--- src/rtl/i2c_regport_pkg.sv ---
package i2c_regport_pkg;
  typedef enum logic [3:0] {
    ST_IDLE,
    ST_ADDR,
    ST_ACK_ADDR,
    ST_SUB,
    ST_ACK_SUB,
    ST_WDATA,
    ST_ACK_WDATA,
    ST_RDATA,
    ST_RACK
  } bus_state_e;
endpackage

--- src/rtl/i2c_regport_sync.sv ---
module i2c_regport_sync #(
  parameter int STAGES = 2
) (
  input  logic clk,
  input  logic arst_n,
  input  logic scl_i,
  input  logic sda_i,
  output logic rst_sync_n,
  output logic sda_s,
  output logic scl_rise,
  output logic scl_fall,
  output logic start_evt,
  output logic stop_evt
);
  logic [STAGES-1:0] rst_pipe;
  logic [STAGES-1:0] scl_pipe;
  logic [STAGES-1:0] sda_pipe;
  logic              scl_q;
  logic              sda_q;
  logic              scl_s;

  // reset: asserted asynchronously, released after STAGES clocks
  always_ff @(posedge clk or negedge arst_n) begin
    if (!arst_n) rst_pipe <= '0;
    else         rst_pipe <= {rst_pipe[STAGES-2:0], 1'b1};
  end
  assign rst_sync_n = rst_pipe[STAGES-1];

  // line synchronizers plus one history stage for edge detection
  always_ff @(posedge clk or negedge rst_sync_n) begin
    if (!rst_sync_n) begin
      scl_pipe <= '1;
      sda_pipe <= '1;
      scl_q    <= 1'b1;
      sda_q    <= 1'b1;
    end else begin
      scl_pipe <= {scl_pipe[STAGES-2:0], scl_i};
      sda_pipe <= {sda_pipe[STAGES-2:0], sda_i};
      scl_q    <= scl_pipe[STAGES-1];
      sda_q    <= sda_pipe[STAGES-1];
    end
  end

  assign scl_s     = scl_pipe[STAGES-1];
  assign sda_s     = sda_pipe[STAGES-1];
  assign scl_rise  = ~scl_q & scl_s;
  assign scl_fall  = scl_q & ~scl_s;
  assign start_evt = scl_q & scl_s & sda_q & ~sda_s;
  assign stop_evt  = scl_q & scl_s & ~sda_q & sda_s;
endmodule

--- src/rtl/i2c_regport_regs.sv ---
module i2c_regport_regs #(
  parameter int STAT_N    = 4,
  parameter int CTRL_N    = 10,
  parameter int CTRL_BASE = 8,
  parameter int ONES_BASE = 16
) (
  input  logic                clk,
  input  logic                rst_n,
  input  logic                wr_en,
  input  logic [7:0]          wr_addr,
  input  logic [7:0]          wr_data,
  input  logic [7:0]          rd_addr,
  input  logic [STAT_N*8-1:0] stat_i,
  output logic [7:0]          rd_data,
  output logic [CTRL_N*8-1:0] ctrl_o
);
  localparam logic [8:0] CTRL_LO = 9'(CTRL_BASE);
  localparam logic [8:0] CTRL_HI = 9'(CTRL_BASE + CTRL_N);

  logic [CTRL_N-1:0][7:0] ctrl_q;
  logic                   wr_in_ctrl;

  assign wr_in_ctrl = ({1'b0, wr_addr} >= CTRL_LO) && ({1'b0, wr_addr} < CTRL_HI);

  for (genvar g = 0; g < CTRL_N; g++) begin : g_ctrl
    localparam logic [7:0] OFF    = 8'(CTRL_BASE + g);
    localparam logic [7:0] RSTVAL = ((CTRL_BASE + g) >= ONES_BASE) ? 8'hFF : 8'h00;
    logic hit;
    assign hit = wr_en && (wr_addr == OFF);
    always_ff @(posedge clk or negedge rst_n) begin
      if (!rst_n)   ctrl_q[g] <= RSTVAL;
      else if (hit) ctrl_q[g] <= wr_data;
    end
  end

  assign ctrl_o = ctrl_q;

  always_comb begin
    rd_data = 8'h00;
    for (int i = 0; i < STAT_N; i++) begin
      if (rd_addr == 8'(i)) rd_data = stat_i[i*8 +: 8];
    end
    for (int i = 0; i < CTRL_N; i++) begin
      if (rd_addr == 8'(CTRL_BASE + i)) rd_data = ctrl_q[i];
    end
  end

  // a write outside the control window leaves every control byte intact
  p_ro_hold_r8: assert property (@(posedge clk) disable iff (!rst_n)
    (wr_en && !wr_in_ctrl) |=> $stable(ctrl_q));
endmodule

--- src/rtl/i2c_regport_fsm.sv ---
module i2c_regport_fsm
  import i2c_regport_pkg::*;
#(
  parameter logic [6:0] DEV_ADDR = 7'b1101100
) (
  input  logic       clk,
  input  logic       rst_n,
  input  logic       scl_rise,
  input  logic       scl_fall,
  input  logic       start_evt,
  input  logic       stop_evt,
  input  logic       sda_s,
  input  logic [7:0] rd_data,
  output logic       sda_pull,
  output logic       wr_en,
  output logic [7:0] ptr,
  output logic [7:0] wr_data
);
  bus_state_e state_q, state_d;
  logic [3:0] cnt_q, cnt_d;
  logic [7:0] sh_q, sh_d;
  logic [7:0] tx_q, tx_d;
  logic [7:0] ptr_q, ptr_d;
  logic       oe_q, oe_d;
  logic       rw_q, rw_d;
  logic       mack_q, mack_d;
  logic       rx_state;

  assign rx_state = (state_q == ST_ADDR) || (state_q == ST_SUB) || (state_q == ST_WDATA);

  always_comb begin
    state_d = state_q;
    cnt_d   = cnt_q;
    sh_d    = sh_q;
    tx_d    = tx_q;
    ptr_d   = ptr_q;
    oe_d    = oe_q;
    rw_d    = rw_q;
    mack_d  = mack_q;
    wr_en   = 1'b0;
    if (start_evt) begin
      state_d = ST_ADDR;
      cnt_d   = 4'd0;
      oe_d    = 1'b0;
    end else if (stop_evt) begin
      state_d = ST_IDLE;
      oe_d    = 1'b0;
    end else if (rx_state) begin
      if (scl_rise && (cnt_q != 4'd8)) begin
        sh_d  = {sh_q[6:0], sda_s};
        cnt_d = cnt_q + 4'd1;
      end else if (scl_fall && (cnt_q == 4'd8)) begin
        unique case (state_q)
          ST_ADDR: begin
            if (sh_q[7:1] == DEV_ADDR) begin
              rw_d    = sh_q[0];
              oe_d    = 1'b1;
              state_d = ST_ACK_ADDR;
            end else begin
              state_d = ST_IDLE;
            end
          end
          ST_SUB: begin
            ptr_d   = sh_q;
            oe_d    = 1'b1;
            state_d = ST_ACK_SUB;
          end
          default: begin
            wr_en   = 1'b1;
            ptr_d   = ptr_q + 8'd1;
            oe_d    = 1'b1;
            state_d = ST_ACK_WDATA;
          end
        endcase
      end
    end else begin
      unique case (state_q)
        ST_ACK_ADDR: begin
          if (scl_fall) begin
            cnt_d = 4'd0;
            if (rw_q) begin
              tx_d    = rd_data;
              oe_d    = ~rd_data[7];
              state_d = ST_RDATA;
            end else begin
              oe_d    = 1'b0;
              state_d = ST_SUB;
            end
          end
        end
        ST_ACK_SUB, ST_ACK_WDATA: begin
          if (scl_fall) begin
            cnt_d   = 4'd0;
            oe_d    = 1'b0;
            state_d = ST_WDATA;
          end
        end
        ST_RDATA: begin
          if (scl_fall) begin
            if (cnt_q == 4'd7) begin
              oe_d    = 1'b0;
              ptr_d   = ptr_q + 8'd1;
              state_d = ST_RACK;
            end else begin
              tx_d  = {tx_q[6:0], 1'b0};
              oe_d  = ~tx_q[6];
              cnt_d = cnt_q + 4'd1;
            end
          end
        end
        ST_RACK: begin
          if (scl_rise) begin
            mack_d = ~sda_s;
          end else if (scl_fall) begin
            if (mack_q) begin
              tx_d    = rd_data;
              oe_d    = ~rd_data[7];
              cnt_d   = 4'd0;
              state_d = ST_RDATA;
            end else begin
              state_d = ST_IDLE;
            end
          end
        end
        default: ;
      endcase
    end
  end

  always_ff @(posedge clk or negedge rst_n) begin
    if (!rst_n) begin
      state_q <= ST_IDLE;
      cnt_q   <= 4'd0;
      sh_q    <= 8'h00;
      tx_q    <= 8'h00;
      ptr_q   <= 8'h00;
      oe_q    <= 1'b0;
      rw_q    <= 1'b0;
      mack_q  <= 1'b0;
    end else begin
      state_q <= state_d;
      cnt_q   <= cnt_d;
      sh_q    <= sh_d;
      tx_q    <= tx_d;
      ptr_q   <= ptr_d;
      oe_q    <= oe_d;
      rw_q    <= rw_d;
      mack_q  <= mack_d;
    end
  end

  assign sda_pull = oe_q;
  assign ptr      = ptr_q;
  assign wr_data  = sh_q;

  // a START always leads back to address decoding with SDA released
  p_start_restart_r9: assert property (@(posedge clk) disable iff (!rst_n)
    start_evt |=> (state_q == ST_ADDR) && (cnt_q == 4'd0) && !oe_q);

  // a STOP returns to idle and frees the line
  p_stop_release_r11: assert property (@(posedge clk) disable iff (!rst_n)
    stop_evt |=> (state_q == ST_IDLE) && !oe_q);

  // the idle state never pulls SDA
  p_idle_quiet_r11: assert property (@(posedge clk) disable iff (!rst_n)
    (state_q == ST_IDLE) |-> !oe_q);

  // SDA drive only changes after an SCL fall, a START or a STOP
  p_oe_on_fall_r6: assert property (@(posedge clk) disable iff (!rst_n)
    !(scl_fall || start_evt || stop_evt) |=> $stable(oe_q));

  // a foreign address is never acknowledged
  p_nomatch_r1: assert property (@(posedge clk) disable iff (!rst_n)
    ((state_q == ST_ADDR) && scl_fall && (cnt_q == 4'd8) && (sh_q[7:1] != DEV_ADDR))
      |=> (state_q == ST_IDLE) && !oe_q);
endmodule

--- src/rtl/i2c_regport.sv ---
module i2c_regport #(
  parameter logic [6:0] DEV_ADDR    = 7'b1101100,
  parameter int         STAT_N      = 4,
  parameter int         CTRL_N      = 10,
  parameter int         CTRL_BASE   = 8,
  parameter int         ONES_BASE   = 16,
  parameter int         SYNC_STAGES = 2
) (
  input  logic                clk,
  input  logic                rst_n,
  input  logic                scl_i,
  input  logic                sda_i,
  output logic                sda_pull_o,
  input  logic [STAT_N*8-1:0] stat_i,
  output logic [CTRL_N*8-1:0] ctrl_o
);
  logic       rst_sync_n;
  logic       sda_s;
  logic       scl_rise;
  logic       scl_fall;
  logic       start_evt;
  logic       stop_evt;
  logic       wr_en;
  logic [7:0] ptr;
  logic [7:0] wr_data;
  logic [7:0] rd_data;

  i2c_regport_sync #(.STAGES(SYNC_STAGES)) u_sync (
    .clk        (clk),
    .arst_n     (rst_n),
    .scl_i      (scl_i),
    .sda_i      (sda_i),
    .rst_sync_n (rst_sync_n),
    .sda_s      (sda_s),
    .scl_rise   (scl_rise),
    .scl_fall   (scl_fall),
    .start_evt  (start_evt),
    .stop_evt   (stop_evt)
  );

  i2c_regport_fsm #(.DEV_ADDR(DEV_ADDR)) u_fsm (
    .clk       (clk),
    .rst_n     (rst_sync_n),
    .scl_rise  (scl_rise),
    .scl_fall  (scl_fall),
    .start_evt (start_evt),
    .stop_evt  (stop_evt),
    .sda_s     (sda_s),
    .rd_data   (rd_data),
    .sda_pull  (sda_pull_o),
    .wr_en     (wr_en),
    .ptr       (ptr),
    .wr_data   (wr_data)
  );

  i2c_regport_regs #(
    .STAT_N    (STAT_N),
    .CTRL_N    (CTRL_N),
    .CTRL_BASE (CTRL_BASE),
    .ONES_BASE (ONES_BASE)
  ) u_regs (
    .clk     (clk),
    .rst_n   (rst_sync_n),
    .wr_en   (wr_en),
    .wr_addr (ptr),
    .wr_data (wr_data),
    .rd_addr (ptr),
    .stat_i  (stat_i),
    .rd_data (rd_data),
    .ctrl_o  (ctrl_o)
  );
endmodule

--- config.mk ---
export PLATFORM = sky130hd
export DESIGN_NAME = i2c_regport
export DESIGN_NICKNAME = d
export VERILOG_FILES = /design/src/rtl/i2c_regport_pkg.sv /design/src/rtl/i2c_regport_sync.sv /design/src/rtl/i2c_regport_regs.sv /design/src/rtl/i2c_regport_fsm.sv /design/src/rtl/i2c_regport.sv
export SDC_FILE = /design/constraint.sdc
export NUM_CORES = 1
export LEC_CHECK = 0
export BUFFER_PORTS_ARGS = -buffer_cell sky130_fd_sc_hd__buf_2
export CORE_MARGIN = 3
export CORE_UTILIZATION = 63
export CTS_BUF_LIST = sky130_fd_sc_hd__clkbuf_2 sky130_fd_sc_hd__clkbuf_4 sky130_fd_sc_hd__clkbuf_8
export DETAILED_ROUTE_END_ITERATION = 10
export GPL_ROUTABILITY_DRIVEN = 0
export HOLD_SLACK_MARGIN = 0.1
export PLACE_DENSITY_LB_ADDON = 0.3
export SLEW_MARGIN = 5
export SYNTH_ARGS = -nofsm -noshare
export SYNTH_HDL_FRONTEND = slang
export SYNTH_SLANG_ARGS = --single-unit
--- constraint.sdc ---
create_clock -name clk -period 5.7 [get_ports clk]
set_input_delay 0.855 -clock clk [delete_from_list [all_inputs] [get_ports clk]]
set_output_delay 0.855 -clock clk [all_outputs]
set_load 0.03 [all_outputs]
Yosys cells after proc, flatten, opt, wreduce, memory -nomap -nowiden

Index checks and enable logic that the tools add are counted.

Input port bits: 36
Output and inout port bits: 81
Register bits: 122
Logic and storage cells: 205

Bitwise logic cells: 17
Eq/ne operators: 53
Add/subtract/negate cells: 2
Reduce and logical (&&, ||, !) cells: 32
Mux-type cells: 78

Operators by type and width:

| cell                                                            | number |
|---|---|
| 8-bit two-way mux                                               | 20 |
| 4-bit two-way mux                                               | 21 |
| 8-bit by 4-bit == test with 1-bit output, second input constant | 8 |
| 7-bit two-way mux                                               | 7 |
| 5-bit by 3-bit != test with 1-bit output, second input constant | 6 |
| 1-bit two-way mux                                               | 21 |
| 7-bit one-hot mux with 3 select lines                           | 1 |
| 4-bit by 3-bit == test with 1-bit output, second input constant | 5 |
| 9-bit AND reduction                                             | 2 |
| 8-bit by 2-bit == test with 1-bit output, second input constant | 2 |
| 8-bit by 5-bit == test with 1-bit output, second input constant | 2 |
| 4-bit != test, second input constant                            | 4 |
| 4-bit one-hot mux with 4 select lines                           | 1 |
| 8-bit one-hot mux with 2 select lines                           | 1 |
| 1-bit logical AND                                               | 12 |
| 2-bit != test, second input constant                            | 6 |
| 4-bit by 2-bit != test with 1-bit output, second input constant | 3 |
| 4-bit one-hot mux with 3 select lines                           | 1 |
| 11-bit AND reduction                                            | 1 |
| 2-bit by 1-bit != test with 1-bit output, second input constant | 5 |
| 5-bit != test, second input constant                            | 2 |
| 1-bit NOT                                                       | 10 |
| 10-bit AND reduction                                            | 1 |
| 8-bit by 1-bit adder with 8-bit output, second input constant   | 1 |
| other kinds (26)                                                | 39 |

Longest topological paths before layout

Gate-level depths: netlist of run 1.

Depth in word-level cells: 23
Mapped depth: 11
Gate-level depth less buffers: 8

Cells and area by module

A second synthesis of run 1 with hierarchy kept.

Cells, all modules: 586
Area, all modules: 6732.7 µm²

Modules (own cells, without submodules):

| module           | cells an instance | times used | area each (µm²) |
|---|---|---|---|
| i2c_regport_regs | 346               | 1          | 4345.4 |
| i2c_regport_fsm  | 227               | 1          | 2143.3 |
| i2c_regport_sync | 13                | 1          | 244.0 |

Worst setup path before layout of run 1

OpenSTA, ideal clock, no wires.

Path kind: reg-to-reg
Start point: register u_fsm.ptr_q[0] (netlist: u_fsm.ptr[0])
End point: register u_regs.ctrl_q (netlist bit u_regs.ctrl_o[49])
Path slack: 3.540 ns
Path buffers: 2
Setup time: 0.125 ns
Data required time: 5.575 ns
Cell stages (with the launch flop): 8
Data arrival time: 2.036 ns
Cells stage by stage: dfrtp_1 -> inv_1 -> ha_1 -> buf_6 -> clkbuf_1 -> nand4_1 -> nor2_2 -> mux2_2

Cells in the longest elaborated chain, start to end: 2

Ends and longest elaborated chain:

| item                                     | line                   | RTL |
|---|---|---|
| from (decl)                              | i2c_regport_fsm.sv:23  | `logic [7:0] ptr_q, ptr_d;` |
| from (signal assigned)                   | i2c_regport_fsm.sv:145 | `ptr_q <= ptr_d;` |
| 8-bit by 4-bit == test with 1-bit output | i2c_regport_regs.sv:29 | `assign hit = wr_en && (wr_addr == OFF);` |
| 1-bit logical AND                        | i2c_regport_regs.sv:29 |  |
| to (signal, indexed assignment)          | i2c_regport_regs.sv:32 | `else if (hit) ctrl_q[g] <= wr_data;` |
| to (decl)                                | i2c_regport_regs.sv:20 | `logic [CTRL_N-1:0][7:0] ctrl_q;` |

Every way passes these cells.
A chain may end at the register's enable or synchronous reset.

Final worst setup path of run 1

Start point: register u_fsm.state_q[0]
End point: register u_regs.ctrl_q (netlist bit u_regs.ctrl_o[40])

Cells in the longest elaborated chain, start to end: 9

Ends and longest elaborated chain:

| item                                                                                                        | line                                         | RTL |
|---|---|---|
| from (decl)                                                                                                 | i2c_regport_fsm.sv:19                        | `bus_state_e state_q, state_d;` |
| from (signal assigned)                                                                                      | i2c_regport_fsm.sv:141                       | `state_q <= state_d;` |
| 4-bit by 2-bit == test with 1-bit output / 4-bit by 1-bit == test with 1-bit output (equally long branches) | i2c_regport_fsm.sv:29, i2c_regport_fsm.sv:53 |  |
| 2-bit OR reduction (no source line)                                                                         | --                                           |  |
| 1-bit two-way mux                                                                                           | i2c_regport_fsm.sv:53                        | `unique case (state_q)` |
| 1-bit two-way mux                                                                                           | i2c_regport_fsm.sv:52                        | `end else if (scl_fall && (cnt_q == 4'd8)) begin` |
| 1-bit two-way mux                                                                                           | i2c_regport_fsm.sv:49                        | `if (scl_rise && (cnt_q != 4'd8)) begin` |
| 1-bit two-way mux *                                                                                         | i2c_regport_fsm.sv:48                        | `end else if (rx_state) begin` |
| 1-bit two-way mux *                                                                                         | i2c_regport_fsm.sv:45                        | `end else if (stop_evt) begin` |
| 1-bit two-way mux *                                                                                         | i2c_regport_fsm.sv:41                        | `if (start_evt) begin` |
| 1-bit logical AND *                                                                                         | i2c_regport_regs.sv:29                       |  |

Every way passes the cells marked *; elsewhere a longest branch is shown, timed or not.

==> run_results.csv, run 1 <==
group,metric,value,unit
status,outcome,"finished, final reports clean",
global_route,grt_start_max_net_pins,74,
routing,final_antenna_net_count,0,
job,maxCapViolCount,0,
floorplanning,initial_utilization,64.8,%
sta,setup_tns,0,ns
power,power.total,2.43,mW
sta,post-route-period-util,62.1,%
synthesis,syn_inst,620,
setup_path,cp_slowest_cell,"nand4b_1",
clock_network,postCtsSetupRepairBufs,0,
floorplanning,rows,37,
floorplanning,die_h,109,µm
place,io_buffers,116,
routing,drt_iter0_markers,961,
clock_network,cts_buffer_depth,2,
setup_path,startpoint_type,"flip-flop",
finish,syn_to_final_growth,14.7,%
setup_path,endpoint_kind,"flip-flop",
setup_path,critPathTopFamily,"simple AND/OR/NAND/NOR gates",
clock_network,cts_buffers,17,
hold_path,hp-class,"input port to async pin",
synthesis,syn-num-nets,662,
global_route,grt.total_usage,33.9,%
global_route,grt_remaining_overflow,0,
clock_network,clkSinkCount,122,
setup_path,worstPathRequired,6.02,ns
routing,drc,0,
finish,drive_gt1_share,40.4,%
clock_network,cts.clk_slew.worst_paths,0.08,ns
floorplanning,die_x,109,µm
global_route,antenna_found_initial,1,
finish,regArea,3080,µm²
sta,fin_worst_skew,0.0124,ns
clock_network,ctsHoldBuffers,0,
routing,viasPerCell,6.80,
synthesis,ys_seq_area_share,45.8,%
clock_network,cts_max_level,4,
clock_network,cts_tree,"yes",
sta,rsz0062_at_grt,"no",
sta,finalSetupViolations,0,
global_route,grt_pass1_vias,5685,
setup_path,path_cells,"nor2b_1 -> nand4b_1 -> nor3_4 -> mux2_2",
sta,worst_pin_slew,1.11,ns
synthesis,synth_top_area_cell,"dfrtp_1",
routing,drt-total-wl,19700,µm
synthesis,synth-edff-count,0,
synthesis,synth_area,6720,µm²
setup_path,path_class,"flip-flop to flip-flop",
sta,max_freq,283,MHz
finish,fill_cells,717,
synthesis,synth.top_cell.area_share,37.2,%
finish,nets,766,
synthesis,synth-main-ff-cell,"dfrtp_1",
floorplanning,dieArea,11900,µm²
power,p_per_area,315,nW/µm²
clock_network,cts_root_buf,"clkbuf_8",
sta,period_minus_slack,3.54,ns
synthesis,async_flop_share,100,%
setup_path,crit_path_max_incr_delay,1.01,ns
clock_network,clk_latency,0.45,ns
place,detailed_place_hpwl,13400,µm
synthesis,synth.distinct_cells,85,
synthesis,synthTopCellsByArea,"dfrtp_1 (37%), mux2_2 (15%), dfstp_2 (8.6%), nand2_1 (2.7%), o21ai_0 (2.2%)",
global_route,grt_pass1_wl,30500,µm
synthesis,synth-seq-cells,122,
synthesis,avgSynthCellArea,10.8,µm²
routing,wl_per_cell,22.5,µm
routing,first_pass_iters,7,
clock_network,cts_resized,0,
place,place_ws,2.32,ns
sta,relSlewSlack,25.4,%
sta,setup_ws,2.16,ns
sta,drv_slew,0,
synthesis,yosysWarnings,0,
floorplanning,core,10400,µm²
routing,num_vias,5933,
setup_path,path_buf_inv,0,
setup_path,critPathMaxFanout,18,
power,p_leak,3.66,nW
finish,num_antenna_cells,0,
sta,finalHoldViolations,0,
floorplanning,ios,117,
power,ir_worst_vdd,0.000223,V
finish,multi_input_comb_area,3350,µm²
setup_path,arrival,3.86,ns
[power by group]
group	total [mW]	internal [mW]	switching [mW]
registers	1.16	0.936	0.227
logic	0.509	0.212	0.297
clock network	0.758	0.415	0.343
total	2.43	1.56	0.866
[cells in the final DEF, fill, tap and decap left out, types with 4 or more instances in the layout]
master,netlist,layout
mux2_2,88,88
a22oi_1,5,5
a221oi_1,11,11
nand4_1,9,9
dfstp_2,22,22
a2bb2oi_1,4,4
nor2b_1,6,6
buf_2,12,116
o211ai_1,8,8
nor3_1,9,9
clkbuf_8,0,22
nor2_1,30,30
o21a_1,6,6
nand3_1,14,14
nand2b_1,9,9
a221o_1,6,6
nand4b_1,5,5
nand2_1,48,48
inv_1,16,16
o22ai_1,11,11
ha_1,6,6
a21oi_1,25,25
o21ai_0,30,30
o2111ai_1,5,5
dfrtp_1,100,99
mux2i_1,6,6
buf_4,3,9
o31ai_1,11,11
[metrics by stage]
step | instance area (µm²) | hold slack (ns) | util (%) | cells
global route | 7710 | 0.165 | 74.3 | 873
CTS | 7710 | 0.171 | 74.3 | 873
detailed placement | 7310 | 0.335 | 70.5 | 841
floorplan | 6720 | 0.331 | - | 620
finish | 7710 | 0.184 | 74.3 | 873
global placement | 7310 | 0.340 | 70.5 | 841
[worst register-to-register path: cells and delay by family, from the launching register on]
kind | cells | cell delay, ns
and+or+nand+nor | 3 | 2.31
DFF | 1 | 0.70
muxes | 1 | 0.40
[final cells by class]
type                       instances  share of cell area [%]
timing repair buffer             125                    8.41
multi-input combinational        441                    43.4
inverter                          17                   0.828
tap                              136                    2.21
clock buffer                      25                    4.22
clock inverter                     7                   0.877
sequential                       122                    40.0
[sequential cells by signal, indices dropped and copies added, names as in the netlist, 4 cells and up]
signal,flops
u_fsm.tx_q,7
u_fsm.wr_data,8
u_regs.ctrl_o,80
u_fsm.ptr,8
u_fsm.cnt_q,4
u_fsm.state_q,4
[synthesized netlist by cell type (3+ instances only)]
master and number:
nor2b_1 6, o2bb2ai_1 3, nor2_1 30, mux2i_1 6, ha_1 6, a31oi_1 3, a2111oi_0 3, o31ai_1 11
nand3_1 14, a21o_1 3, o22a_1 3, a221o_1 6, dfrtp_1 100, and3_1 3, o211ai_1 8, nand2b_1 9
nor2_2 3, nand3_4 3, nand4_1 9, o2111ai_1 5, o22ai_1 11, buf_4 3, a32oi_1 3, nor2_4 3
a22oi_1 5, a21oi_1 25, nand2_1 48, o21ai_0 30, o21a_1 6, inv_1 16, buf_6 7, a221oi_1 11
dfstp_2 22, buf_2 12, nor3_1 9, o221ai_1 3, clkbuf_1 16, nand4b_1 5, mux2_2 88, a21boi_0 3
a2bb2oi_1 4
[per-layer routing]
layer	track usage, %	share of wire [%]	up-vias
met3	10.0	11	96
li1	-	-	2565
met2	51.8	46	446
met1	44.7	39	2824
met4	15.2	4.2	2
met5	0	0.066	-
[final timing paths]
| path | from | endpoint | slack (ns) | depth (start not counted) |
|---|---|---|---|---|
| worst max-delay path | u_fsm.state_q[0] | u_regs.ctrl_o[40] | 2.16 | 4 |
| worst min-delay path | rst_n | u_sync.rst_pipe[1] | 0.18 | 1 |
| worst max register to register | u_fsm.state_q[0] | u_regs.ctrl_o[40] | 2.16 | 4 |
| worst min register to register | u_sync.rst_pipe[1] | u_regs.ctrl_o[39] | 0.35 | 0 |
| max in group asynchronous | u_sync.rst_pipe[1] | u_regs.ctrl_o[46] | 4.03 | 1 |
| min in group clk | u_sync.scl_pipe[0] | u_sync.scl_pipe[1] | 0.35 | 0 |
[logic make-up after synthesis]
family / Yosys count / share of synthesized area, %
AOI/OAI and AO/OA: 170 / 18.4
xor gates and xnor gates: 1 / 0.130
adders and majority gates: 6 / 1.12
buffers and inverters: 57 / 4.37
DFF: 122 / 45.8
muxes: 94 / 15.6
other: 1 / 0.0558
and+or+nand+nor: 169 / 14.5
Note: power is estimated with default switching activity, not from simulation.
==> inputs of run 2 (changes only) <==
Settings changed: CORE_UTILIZATION 63 to 53.
Clock period 5.7 ns to 3.2 ns, I/O delays scaled along.
==> run_results.csv, run 2 (synthesis gave the netlist of run 1 again) <==
group,metric,value,unit
status,outcome,"finished, final reports clean",
clock_network,cts.clk_slew.worst_paths,0.08,ns
routing,drt-total-wl,20500,µm
routing,wl_per_cell,22.5,µm
routing,final_antenna_net_count,0,
clock_network,cts_resized,0,
place,detailed_place_hpwl,14300,µm
clock_network,postCtsSetupRepairBufs,0,
job,maxCapViolCount,0,
power,p_leak,3.73,nW
setup_path,r2r_start,"u_fsm.ptr[0]",
sta,period_minus_slack,2.80,ns
floorplanning,rows,40,
sta,post-route-period-util,87.5,%
routing,num_vias,5971,
place,io_buffers,116,
setup_path,endpoint,"u_fsm.sda_pull",
setup_path,endpoint_kind,"flip-flop",
floorplanning,die_h,119,µm
setup_path,startpoint_type,"flip-flop",
power,power.total,4.58,mW
setup_path,path_class,"flip-flop to flip-flop",
global_route,grt_pass1_vias,5786,
clock_network,clkSinkCount,122,
floorplanning,core,12200,µm²
sta,finalSetupViolations,0,
floorplanning,ios,117,
finish,largest_reg_flops,80,
setup_path,worstSetupStartpoint,"u_fsm.ptr[0]",
finish,final_common_cell,"buf_2",
setup_path,arrival,3.14,ns
setup_path,worstPathRequired,3.54,ns
power,p_per_area,581,nW/µm²
finish,final_cell_mix,"buf_2 (116), dfrtp_1 (99), mux2_2 (88), nand2_1 (48)",
global_route,grt.total_usage,29.4,%
sta,drv_slew,0,
hold_path,hp-class,"input port to async pin",
setup_path,reg2reg_setup_slack,0.40,ns
setup_path,worst_r2r_path_depth,8,
routing,drc,0,
routing,drt_iter0_markers,688,
sta,hold_slack,0.333,ns
clock_network,cts_buffer_depth,2,
sta,finalHoldViolations,0,
clock_network,clk_latency,0.46,ns
clock_network,cts_buffers,17,
routing,viasPerCell,6.55,
clock_network,cts_root_buf,"clkbuf_8",
finish,nets,773,
setup_path,worst_r2r_endpoint,"u_fsm.sda_pull",
sta,rsz0062_at_grt,"no",
sta,max_freq,357,MHz
sta,setup_tns,0,ns
floorplanning,initial_utilization,55.0,%
clock_network,cts_max_level,4,
setup_path,critPathMaxFanout,10,
finish,num_antenna_cells,0,
global_route,antenna_found_initial,0,
global_route,grt_pass1_wl,32200,µm
floorplanning,die_x,119,µm
finish,drive_gt1_share,40.6,%
finish,syn_to_final_growth,17.3,%
sta,worst_pin_slew,0.896,ns
power,ir_worst_vdd,0.000365,V
global_route,grt_start_max_net_pins,67,
sta,fin_worst_skew,0.0127,ns
global_route,grt_remaining_overflow,0,
routing,first_pass_iters,7,
finish,layout.cells.non_filler,912,
clock_network,ctsHoldBuffers,3,
floorplanning,dieArea,14100,µm²
clock_network,cts_tree,"yes",
place,placed_cells,877,
sta,relSlewSlack,40.3,%
## run 2: how the worst min path moves through the flow
stage,to,cells past startpoint,from,slack (ns)
2_1_floorplan,u_sync.rst_pipe[0],0,rst_n,0.18
3_5_place_dp,u_sync.rst_pipe[0],1,rst_n,0.27
6_report,u_sync.rst_pipe[1],2,rst_n,0.33
3_3_place_gp,u_sync.rst_pipe[0],1,rst_n,0.27
4_1_cts,u_sync.rst_pipe[1],2,rst_n,0.31
5_1_grt,u_sync.rst_pipe[1],2,rst_n,0.33
## run 2: metrics by stage
step           worst slack [ns]  area [µm²]  utilization (%)
6_report                  0.400        7890             64.6
5_1_grt                   0.255        7890             64.6
4_1_cts                   0.445        7890             64.6
3_5_place_dp              0.482        7400             60.6
3_3_place_gp              0.666        7400             60.6
2_1_floorplan              1.04        6720                -
## run 2: report_power, final
group          switching (mW)  internal, mW  total [mW]
Sequential              0.377          1.67        2.04
Clock                   0.673         0.921        1.59
Combinational           0.554         0.390       0.945
## run 2: final cells by class
cell class	count	area, µm²
clock buffers	20	275
clock inverters	12	184
fillers	1004	4330
inverters	17	63.8
multi-input cells	441	3350
flip-flops and latches	122	3080
well taps	168	210
repair buffers	132	721
## run 2: layer usage
| metal | global-route usage, % | up-vias | wire, µm | share of wire, % |
|---|---|---|---|---|
| met5 | 0 | - | 0 | 0 |
| met2 | 45.6 | 429 | 9430 | 46 |
| met4 | 11.5 | 0 | 752 | 3.7 |
| met3 | 6.65 | 70 | 2090 | 10 |
| met1 | 40.2 | 2901 | 8230 | 40 |
| li1 | - | 2571 | - | - |
## run 2: worst max-delay path, stage by stage (launching register included)
cell and delay [ns]:
dfrtp_1 0.42, inv_1 0.15, ha_1 0.18, nor2b_1 0.62
a221oi_1 0.18, o32ai_1 0.39, nand2_1 0.16, a2111oi_0 0.44
o21ai_0 0.13
==> inputs of run 3 (changes only) <==
Settings changed: ABC_AREA from default to 1, CORE_UTILIZATION 53 to 52, SKIP_LAST_GASP from default to 1.
==> run_results.csv, run 3 <==
group,metric,value,unit
status,outcome,"finished, final reports clean",
setup_path,crit_path_max_incr_delay,0.42,ns
place,io_buffers,116,
clock_network,cts_buffers,17,
power,swShare,41.3,%
finish,fill_cells,1043,
clock_network,cts_tree,"yes",
setup_path,cp_slowest_cell,"dfrtp_1",
floorplanning,rows,39,
setup_path,startpoint_type,"flip-flop",
sta,finalHoldViolations,0,
synthesis,synth_area,6430,µm²
hold_path,whs_path_depth,1,
sta,period_minus_slack,2.47,ns
sta,post-route-period-util,77.1,%
synthesis,ys_seq_area_share,47.9,%
finish,num_antenna_cells,0,
global_route,antenna_found_initial,0,
place,place_ws,0.781,ns
power,p_leak,3.97,nW
clock_network,cts_root_buf,"clkbuf_8",
floorplanning,core,11800,µm²
synthesis,synth_top_area_cell,"dfrtp_1",
global_route,grt_pass1_wl,28300,µm
synthesis,syn_inst,853,
global_route,grt-busiest-layer,"met2",
clock_network,cts.clk_slew.worst_paths,0.07,ns
setup_path,cp_common_cell,"nand2_1",
synthesis,synthTopCellsByCount,"nand2_1 (288), o21ai_0 (121), dfrtp_1 (100), inv_1 (72), nor2_1 (59)",
power,ir_worst_vdd,0.000576,V
sta,max_freq,405,MHz
routing,first_pass_iters,6,
finish,final_cell_mix,"nand2_1 (288), o21ai_0 (121), buf_2 (116), dfrtp_1 (99), inv_1 (72)",
global_route,grt_pass1_vias,5547,
clock_network,clkSinkCount,122,
clock_network,cts_max_level,4,
synthesis,synth-main-ff-cell,"dfrtp_1",
setup_path,worstPathRequired,3.53,ns
floorplanning,die_h,117,µm
synthesis,avgSynthCellArea,7.54,µm²
synthesis,synth.distinct_cells,42,
sta,finalSetupViolations,0,
routing,num_vias,6076,
setup_path,endpoint_kind,"flip-flop",
power,p_switching,2.26,mW
clock_network,cts_buffer_depth,2,
synthesis,syn-num-nets,895,
setup_path,r2r_start,"u_fsm.ptr[0]",
power,p_per_area,719,nW/µm²
routing,drt-total-wl,18100,µm
place,detailed_place_hpwl,13000,µm
global_route,grt_remaining_overflow,0,
setup_path,path_class,"flip-flop to flip-flop",
clock_network,postCtsSetupRepairBufs,0,
global_route,grtUsageMet2,42.4,%
hold_path,min_from,"sda_i",
sta,worst_pin_slew,0.704,ns
power,p_clk_share,26.5,%
sta,drv_slew,0,
routing,drt_iter0_markers,624,
floorplanning,dieArea,13700,µm²
setup_path,path_cells,"inv_1 -> ha_1 -> nand2_4 -> nor2_8 -> inv_2 -> or2_0 -> nand3_1 -> nand3_1 -> nand3_1 -> nand2_1 -> nand2_1 -> nand2_1 -> nand2_1 -> nand2_1 -> o21ai_1 -> nand2_1 -> nand2_1 -> nand2_1 -> nand2_1 -> nand2_1",
job,maxCapViolCount,0,
sta,fin_worst_skew,0.0132,ns
finish,largest_reg_flops,80,
global_route,grt_use_met1,37.0,%
synthesis,synth_most_common_cell,"nand2_1",
setup_path,reg2reg_setup_slack,0.73,ns
synthesis,synth-edff-count,0,
routing,drc,0,
hold_path,hold_end,"u_sync.sda_pipe[0]",
finish,drive_gt1_share,22.0,%
setup_path,arrival,2.80,ns
routing,viasPerCell,5.30,
power,seqPwrFrac,34.9,%
setup_path,worst_r2r_endpoint,"u_fsm.tx_q[2]",
global_route,grt.total_usage,27.1,%
synthesis,synth-seq-cells,122,
floorplanning,die_x,117,µm
sta,relSlewSlack,53.1,%
global_route,grt_start_max_net_pins,55,
power,combPwrFrac,38.6,%
synthesis,async_flop_share,100,%
hold_path,hp-class,"input port to flip-flop",
routing,final_antenna_net_count,0,
floorplanning,ios,117,
finish,final_common_cell,"nand2_1",
clock_network,clk_latency,0.45,ns
synthesis,yosysWarnings,0,
synthesis,synthTopCellsByArea,"dfrtp_1 (39%), nand2_1 (17%), o21ai_0 (9.4%), dfstp_2 (9.0%), inv_1 (4.2%)",
routing,wl_per_cell,15.8,µm
setup_path,critPathMaxFanout,9,
synthesis,synth.top_cell.area_share,38.9,%
finish,syn_to_final_growth,18.5,%
floorplanning,initial_utilization,54.7,%
power,intPower,3.22,mW
sta,rsz0062_at_grt,"no",
finish,nets,1014,
sta,setup_tns,0,ns
global_route,gr-usage-met3,5.40,%
sta,setup_ws,0.733,ns
setup_path,worst_r2r_path_depth,20,
==> run 3: how the worst max path moves through the flow <==
stage,endpoint,from,slack (ns)
2_1_floorplan,u_fsm.tx_q[2],u_fsm.ptr[0],1.17
3_3_place_gp,u_fsm.tx_q[2],u_fsm.ptr[4],0.83
3_5_place_dp,u_fsm.tx_q[2],u_fsm.ptr[4],0.78
4_1_cts,u_fsm.tx_q[2],u_fsm.ptr[4],0.76
5_1_grt,u_fsm.sda_pull,u_fsm.ptr[4],0.48
6_report,u_fsm.tx_q[2],u_fsm.ptr[0],0.73
==> run 3: cells by family after synthesis <==
kind of cell	synth area share, %
DFF	47.9
buffers and inverters	6.54
muxes	0.156
xor gates and xnor gates	0.545
and+or+nand+nor	29.1
AOI/OAI and AO/OA	14.5
adders and majority gates	1.17
other	0.0583
==> run 3: area by class of cell <==
| type | instances | area [µm²] | share of cell area [%] |
|---|---|---|---|
| inverter | 84 | 315 | 4.14 |
| timing repair buffer | 125 | 663 | 8.71 |
| clock buffer | 23 | 304 | 3.99 |
| clock inverter | 7 | 115 | 1.51 |
| tap | 164 | 205 | 2.69 |
| sequential | 122 | 3080 | 40.5 |
| multi-input combinational | 622 | 2930 | 38.4 |
==> run 3: through the flow <==
stage                     total power [mW]  hold WS, ns  cell area, µm²  util (%)  std cells
after floorplan                       3.47        0.184            6430         -        853
after global placement                4.00        0.267            7190      61.1       1116
after detailed placement              4.01        0.266            7190      61.1       1116
after CTS                             5.46        0.114            7610      64.8       1147
after global routing                  5.85        0.118            7610      64.8       1147
final                                 5.48        0.137            7610      64.8       1147
==> run 3: power by group through the flow <==
stage	logic, mW	clock network [mW]	registers, mW
6_report	2.11	1.45	1.91
5_1_grt	2.38	1.53	1.94
4_1_cts	2.09	1.47	1.91
3_5_place_dp	2.08	0	1.93
3_3_place_gp	2.07	0	1.93
2_1_floorplan	1.55	0	1.91
==> run 3: critical path, delay by kind of cell, from the launching register on <==
| kind | cells | cell delay [ns] |
|---|---|---|
| flip-flops | 1 | 0.42 |
| AND/OR/NAND/NOR | 16 | 1.33 |
| AO/OA/AOI/OAI | 1 | 0.10 |
| adder cells (fa/ha/maj) | 1 | 0.24 |
| buffers and inverters | 2 | 0.25 |
==> run 3: per-layer routing <==
metal,vias to the layer above,wire [µm],share of wire [%]
li1,2991,-,-
met1,2761,7840,43
met2,273,8370,46
met3,51,1350,7.5
met4,0,571,3.1
met5,-,0,0
==> run 3: repair_timing <==
item,in CTS,in global routing
hold buffers,1,0
gates resized for setup,0,0
endpoints found under the hold margin,2,0
